==> src/rtl/dma_phys_addr_gen.sv <==
module dma_phys_addr_gen #(
  parameter int NCH           = 8,
  parameter int CNT_W         = 16,
  parameter int PG_W          = 8,
  parameter int HI_W          = 8,
  parameter int CASCADE_CH    = 4,
  parameter int FIRST_WORD_CH = 5
) (
  input  logic                          clk,
  input  logic                          rst_n,
  input  logic                          pg_wr_en,
  input  logic                          pg_wr_hi,
  input  logic [$clog2(NCH)-1:0]        pg_wr_ch,
  input  logic [PG_W-1:0]               pg_wr_data,
  input  logic                          req_valid,
  input  logic [$clog2(NCH)-1:0]        req_ch,
  input  logic [CNT_W-1:0]              req_cnt,
  input  logic                          req_more,
  output logic                          out_valid,
  output logic [HI_W+PG_W+CNT_W-1:0]    out_addr,
  output logic [1:0]                    out_be,
  output logic                          out_wrap
);
  localparam int CH_W   = $clog2(NCH);
  localparam int ADDR_W = HI_W + PG_W + CNT_W;
  localparam logic [CH_W-1:0] CASC  = CH_W'(CASCADE_CH);
  localparam logic [CH_W-1:0] WBASE = CH_W'(FIRST_WORD_CH);

  logic [PG_W-1:0] lo_pg [NCH];
  logic [HI_W-1:0] hi_pg [NCH];

  wire             wr_ok   = pg_wr_en && (pg_wr_ch != CASC);
  wire             data_rq = req_valid && (req_ch != CASC);
  wire             is_word = req_ch >= WBASE;
  wire [PG_W-1:0]  cur_lo  = lo_pg[req_ch];
  wire [HI_W-1:0]  cur_hi  = hi_pg[req_ch];

  wire [ADDR_W-1:0] byte_addr = {cur_hi, cur_lo, req_cnt};
  wire [ADDR_W-1:0] word_addr = {cur_hi, cur_lo[PG_W-1:1], req_cnt, 1'b0};
  wire [1:0]        next_be   = is_word ? 2'b11 : (req_cnt[0] ? 2'b10 : 2'b01);

  always_ff @(posedge clk) begin
    if (!rst_n) begin
      for (int i = 0; i < NCH; i++) begin
        lo_pg[i] <= '0;
        hi_pg[i] <= '0;
      end
    end else if (wr_ok) begin
      if (pg_wr_hi) begin
        hi_pg[pg_wr_ch] <= HI_W'(pg_wr_data);
      end else begin
        lo_pg[pg_wr_ch] <= pg_wr_data;
        hi_pg[pg_wr_ch] <= '0;
      end
    end
  end

  always_ff @(posedge clk) begin
    if (!rst_n || !data_rq) begin
      out_valid <= 1'b0;
      out_addr  <= '0;
      out_be    <= 2'b00;
      out_wrap  <= 1'b0;
    end else begin
      out_valid <= 1'b1;
      out_addr  <= is_word ? word_addr : byte_addr;
      out_be    <= next_be;
      out_wrap  <= req_more && (&req_cnt);
    end
  end
endmodule

==> config.mk <==
export PLATFORM = sky130hd
export DESIGN_NAME = dma_phys_addr_gen
export DESIGN_NICKNAME = d
export VERILOG_FILES = /design/src/rtl/dma_phys_addr_gen.sv
export SDC_FILE = /design/constraint.sdc
export NUM_CORES = 1
export LEC_CHECK = 0
export BUFFER_PORTS_ARGS = -buffer_cell sky130_fd_sc_hd__buf_2
export CORE_AREA = 2 2 109 111
export CTS_BUF_LIST = sky130_fd_sc_hd__clkbuf_8 sky130_fd_sc_hd__clkbuf_16
export DETAILED_ROUTE_END_ITERATION = 6
export DIE_AREA = 0 0 111 113
export PLACE_DENSITY = 0.9
export SLEW_MARGIN = 0
export SYNTH_ARGS = -nofsm -noshare
export SYNTH_HDL_FRONTEND = slang
export SYNTH_SLANG_ARGS = --single-unit
==> constraint.sdc <==
create_clock -name clk -period 5.6 [get_ports clk]
set_clock_uncertainty 0.2 [all_clocks]
set_input_delay 1.12 -clock clk [delete_from_list [all_inputs] [get_ports clk]]
set_output_delay 1.12 -clock clk [all_outputs]
set_load 0.01 [all_outputs]
# After elaboration in Yosys (flattened, before gate mapping)
# Memories as Yosys holds them, arrays and structs flattened. A register that Yosys moved wholly into a read port is not among the register bits.
# Index checks and enable logic that the tools add are counted.
classes:
  n_bitwise: 1
  n_reduce_logical: 10
  muxes: 20
  magnitude_cmp: 1
  n_eq_ne: 2
op_table:
  columns: ["operator", "n"]
  rows:
  - ["$mux 8", 3]
  - ["$mux 17", 1]
  - ["$reduce_and 16->1", 1]
  - ["$reduce_or 8->1", 2]
  - ["$mux 1", 12]
  - ["$mux 3", 2]
  - ["$ne 3x3->1 const B", 2]
  - ["$mux 2", 2]
  - ["$ge 3x3->1 const B", 1]
  - ["$logic_and 1x1->1", 3]
  - ["$logic_not 1->1", 2]
  - ["$reduce_or 2->1", 1]
  - ["$logic_or 1x1->1", 1]
  - ["$or 1x1->1", 1]
totals:
  elab_cells: 41
  memories: 2
  register_bits: 36
  ramBits: 128
  inputBits: 36
mem_list:
  columns: ["name", "depth", "width", "rd", "rd_ports_with_merged_regs", "write_ports", "line", "rtl"]
  rows:
  - ["hi_pg", 8, 8, 1, 1, 8, "30", "logic [HI_W-1:0] hi_pg [NCH];"]
  - ["lo_pg", 8, 8, 1, 0, 8, "29", "logic [PG_W-1:0] lo_pg [NCH];"]

# Longest topological paths before layout
# Gate-level depths: netlist (run 1).
logic_depth:
  ltp_word: 8
  depth_mapped: 7

# Least setup slack after synthesis (run 1)
# Ideal clock, no wire load.
synth_timing:
  kind: "input port to flip-flop"
  start: "in pg_wr_hi"
  end: "mem lo_pg[1][0], enable pin"
  cell_stages: 2
  arrival_time_ns: 2.078
  slack_ns: 2.938
  path_buffers: 0
  path_cell_list: "nand4bb_1 o21ai_0"
synth_lines:
  columns: ["element", "line", "rtl"]
  rows:
  - ["start, declared", "12", "input logic pg_wr_hi,"]
  - ["end, declared", "29", null]

==> impl_results.md, run 1 <==
- Setup crit end kind: flip-flop
- Power, Total: 2770 uW
- Clk_lat worst skew: 430 ps
- Area leader, netlist: edfxtp_1
- DR vias/cell: 5.84
- Fin Setup TNS: 0 ps
- DRT iter0 DRCs: 287
- Area Overhead vs Synth: 15.8%
- Clock period minus worst slack: 3020 ps
- Post-DP HPWL: 9580 um
- Number of distinct library cells after synthesis: 32
- FP Rows: 39
- Cell area after synthesis: 0.00674 sq mm
- GRT overflow: 0
- Least-Margin Pin Slew: 1330 ps
- Clock root cell: clkbuf_16
- DRC viols: 0
- Top cells by area, synth: edfxtp_1, dfxtp_1, and2_1
- Largest net degree at the start of global routing: 37
- Final period util: 53.9%
- Fillcell total: 755
- Top cell type's share of synthesized area: 55.2%
- Max-cap violations: 0
- Crit path launch type: input pin
- Leak Pwr: 0.00316 uW
- First-pass GRT wire length: 22600 um
- Sequential area share after synthesis: 65.9%
- Final hold vios: 0
- Vias in the first global route: 4350
- Vias: 4328
- Synthesized area per cell: 13.2 sq um
- Worst-path maximum fanout: 21
- Horiz. Die Dim: 111 um
- Hold WC Path Type: reg -> reg
- WL/cell: 19.7 um
- Nets: 621
- H-Tree Depth: 4
- VDD IR max: 0.000223 V
- Pwr Density: 355 mW/mm^2
- Synthesized instance count: 509
- TritonCTS clock tree: done
- Max Fclk: 331 MHz
- Crit path arrival time: 2900 ps
- Status: completed
- Post-Route WL: 14600 um
- Post-CTS Setup Inserts: 0
- Total CTS buffers: 17
- DRT Pass-1 Iters: 5
- Yosys reg bits: 160
- Final ANT Viol Nets: 0
- Post-CTS sizing: 0
- Ant diodes: 0
- Slew margin rel.: 10.5%
- # port buffers: 71
- Critical path type: in -> reg
- Clock-pin slew on the worst setup and hold paths: 60 ps
- Slew Limit Fails: 0
- Die area: 0.0125 sq mm
- Placer congestion estimate: 0.884
- YS warnings: 0
- Die height: 113 um
- Final setup violation count: 0
- Starting Density: 59.8%
- Top Ports: 72
- All-Layer GR Usage: 24.2%
- Initial antenna violation count: 0
- Layout cells sized above 1: 18.4%
- Clk sinks: 160
- Worst path required time: 5480 ps
- RSZ-0062 raised after global routing: false
- Hold Buf Count CTS: 0
- Core Region: 0.0113 sq mm
- Max Root-Sink Buffers: 2
cell usage after synthesis:
cell / number
edfxtp_1: 124
and2_1: 109
mux2i_1: 61
dfxtp_1: 36
nand2_1: 33
o22ai_1: 30
a21oi_1: 16
o21a_1: 16
nor2_1: 15
buf_2: 13
o21ai_0: 12
clkbuf_1: 11
nand2b_1: 5
nand4_1: 5
buf_6: 3
and3_1: 2
inv_1: 2
nand4b_1: 2
buf_4: 1
clkbuf_2: 1
conb_1: 1
inv_4: 1
mux4_2: 1
nand2b_4: 1
nand4bb_1: 1
nor3_1: 1
nor3_2: 1
nor4_1: 1
o211ai_4: 1
o21ai_2: 1
o31ai_1: 1
or2_2: 1
layout by cell type, fill, tap and decap left out, types with 16 or more instances in the layout:
cell / instances
a21oi_1: 16
and2_1: 109
buf_2: 72
clkbuf_16: 18
dfxtp_1: 36
edfxtp_1: 124
mux2i_1: 61
nand2_1: 33
o21a_1: 16
o22ai_1: 30
sequential cells by signal (all words and copies together) (netlist names):
signal,cells
out_wrap,1
out_valid,1
out_be,2
lo_pg,60
out_addr,32
hi_pg,64
power by group:
| group | switching (uW) | leakage, uW | internal [uW] |
|---|---|---|---|
| clock network | 451 | 0.000319 | 758 |
| logic | 126 | 0.00135 | 65.9 |
| registers | 21.2 | 0.00149 | 1350 |
| total | 597 | 0.00316 | 2170 |
layer usage:
layer / up-vias / GRT usage (%) / wire [um]
met4: 0 / 10.0 / 445
li1: 1981 / - / -
met3: 38 / 7.61 / 1220
met2: 218 / 41.1 / 7270
met1: 2091 / 28.9 / 5650
met5: - / 0 / 0
stage by stage:
| stage | setup WS (ps) | hold slack [ps] | instances | area [sq um] | util (%) |
|---|---|---|---|---|---|
| CTS | 2530 | 466 | 740 | 7800 | 69.2 |
| detailed placement | 2130 | 451 | 708 | 7170 | 63.6 |
| finish | 2580 | 464 | 741 | 7800 | 69.2 |
| floorplan | 2940 | 389 | 523 | 6790 | - |
| global route | 2400 | 505 | 741 | 7800 | 69.2 |
| global placement | 2280 | 425 | 708 | 7170 | 63.6 |
worst max-delay path, cell delays in order:
cell and delay [ps]:
buf_2 340, nand4bb_1 320, nor3_1 650, nand2b_1 460
logic make-up after synthesis:
group                  share of synthesized area [%]
AOI/OAI and AO/OA                               7.20
buffers and inverters                           2.47
muxes                                           9.39
DFF                                             65.9
other                                         0.0556
and+or+nand+nor                                 14.9
path summary, 6_finish.rpt:
check / slack, ps / startpoint / depth (start not counted) / endpoint
worst max-delay path: 2580 / rst_n / 4 / lo_pg[0][5]$_SDFFCE_PN0P_
worst min-delay path: 460 / hi_pg[6][5]$_SDFFCE_PN0P_ / 3 / out_addr[29]$_SDFF_PN0_
worst max register to register: 4240 / lo_pg[0][0]$_SDFFCE_PN0P_ / 3 / out_addr[16]$_SDFF_PN0_
worst min register to register: 460 / hi_pg[6][5]$_SDFFCE_PN0P_ / 3 / out_addr[29]$_SDFF_PN0_
area by class of cell:
class / instances / area [sq um] / share of cell area [%]
clock buffers: 21 / 492 / 6.30
clock inverters: 11 / 133 / 1.70
inverters: 3 / 13.8 / 0.176
multi-input cells: 331 / 2180 / 28.0
flip-flops and latches: 160 / 4440 / 57.0
well taps: 143 / 179 / 2.29
repair buffers: 72 / 360 / 4.62
(Power assumes the default switching activity.)
==> inputs of run 2 (changes only) <==
Settings changed: CORE_AREA 2 2 109 111 to 2 2 111 113, DIE_AREA 0 0 111 113 to 0 0 113 115, PLACE_DENSITY 0.9 to 0.87.
Clock period 5.6 ns to 3.1 ns, I/O delays scaled along.
==> impl_results.md, run 2 (synthesis results as in run 1) <==
- Utilization after layout: 67.1%
- Clk sinks: 160
- Slew Limit Fails: 0
- Post-CTS Setup Inserts: 0
- TritonCTS clock tree: done
- WL/cell: 19.2 um
- Largest net degree at the start of global routing: 35
- M1 WL: 5840 um
- Placer congestion estimate: 0.837
- First-pass GRT wire length: 22400 um
- Commonest non-fill, non-tap cell in the layout: edfxtp_1
- Hold Buf Count CTS: 0
- Top Layer Used: met4
- Met3 routed wirelength: 1380 um
- Final setup violation count: 0
- Metal2 WL: 6940 um
- Max-cap violations: 0
- Worst-path maximum fanout: 9
- Final hold vios: 0
- Critical path's largest stage delay: 610 ps
- Pre-CTS setup slack: 487 ps
- Non-filler instance count after layout: 760
- All-Layer GR Usage: 23.5%
- Clk_lat worst skew: 420 ps
- VDD IR max: 0.000579 V
- Fin Setup TNS: 0 ps
- Crit path launch type: input pin
- Pwr Density: 635 mW/mm^2
- Least-Margin Pin Slew: 661 ps
- Post-Route WL: 14600 um
- RSZ-0062 raised after global routing: false
- Crit-path slowest cell: nor3_1
- GRT overflow: 0
- Clock-pin slew on the worst setup and hold paths: 60 ps
- Nets: 636
- Starting Density: 57.1%
- # port buffers: 71
- Fillcell total: 823
- Crit path arrival time: 2140 ps
- Status: finished with violations
- Vias: 4349
- Initial antenna violation count: 0
- Dpl cells: 728
- Critical path type: in -> reg
- DRT iter0 DRCs: 323
- Most frequent cells in the layout: edfxtp_1, and2_1, buf_2
- Hold WC Path Type: in -> reg
- Worst path required time: 2980 ps
- Layout cells sized above 1: 20.1%
- Horiz. Die Dim: 113 um
- Die height: 115 um
- DRC viols: 12
- H-Tree Depth: 4
- Critical path, cell by cell: buf_2 -> nand4bb_1 -> nor3_1 -> nand2b_1
- Failing checks: DRC
- Clock root cell: clkbuf_16
- Total CTS buffers: 17
- Post-DP HPWL: 9870 um
- DR vias/cell: 5.72
- Setup ws final: 845 ps
- Power, Total: 5040 uW
- Post-CTS sizing: 0
- DRT Pass-1 Iters: 7
- Max Root-Sink Buffers: 2
- Area Overhead vs Synth: 17.6%
- Max Fclk: 443 MHz
- Largest register FFs: 64
- Setup crit end kind: flip-flop
- Die area: 0.0130 sq mm
- Slew margin rel.: 55.6%
- Largest regs: hi_pg (64), lo_pg (60), out_addr (32)
- FP Rows: 40
- Vias in the first global route: 4230
- Leak Pwr: 0.00323 uW
- Core Region: 0.0118 sq mm
- Final ANT Viol Nets: 0
- Final period util: 72.7%
- Ant diodes: 0
- Clock period minus worst slack: 2260 ps
- Top reg by flops: hi_pg
- Top Ports: 72
[run 2: cell type report]
class | instances | area (sq um) | area share [%]
multi-input cells | 331 | 2180 | 27.5
well taps | 147 | 184 | 2.32
clock buffers | 17 | 425 | 5.37
flip-flops and latches | 160 | 4440 | 56.1
repair buffers | 87 | 475 | 6.00
inverters | 3 | 13.8 | 0.174
clock inverters | 15 | 201 | 2.54
[run 2: through the flow]
stage / hold slack (ps) / area, sq um
after global routing: 253 / 7930
final: 250 / 7930
after detailed placement: 440 / 7300
after CTS: 232 / 7930
after global placement: 430 / 7300
after floorplan: 389 / 6790
[run 2: final timing paths]
kind / to / startpoint / slack [ps] / depth (start not counted)
worst max-delay path: lo_pg[0][5]$_SDFFCE_PN0P_ / pg_wr_hi / 840 / 4
worst min-delay path: out_be[0]$_SDFF_PN0_ / req_cnt[0] / 250 / 2
worst max register to register: out_addr[16]$_SDFF_PN0_ / lo_pg[0][0]$_SDFFCE_PN0P_ / 1760 / 3
worst min register to register: out_addr[20]$_SDFF_PN0_ / lo_pg[6][4]$_SDFFCE_PN0P_ / 460 / 3
[run 2: per-layer routing]
| layer | vias up | GRT usage (%) |
|---|---|---|
| met4 | 0 | 9.92 |
| met3 | 28 | 5.59 |
| met1 | 2080 | 30.3 |
| met5 | - | 0 |
| met2 | 228 | 38.4 |
| li1 | 2013 | - |
[run 2: where the power goes]
group          leakage [uW]  internal (uW)  switching, uW
registers           0.00149           2440           39.3
clock network      0.000316           1410            790
logic               0.00142            132            229
[run 2: worst max-delay path, delay by kind of cell]
family	cells	cell delay, ps
simple gates	3	1390
buf+inv	1	120
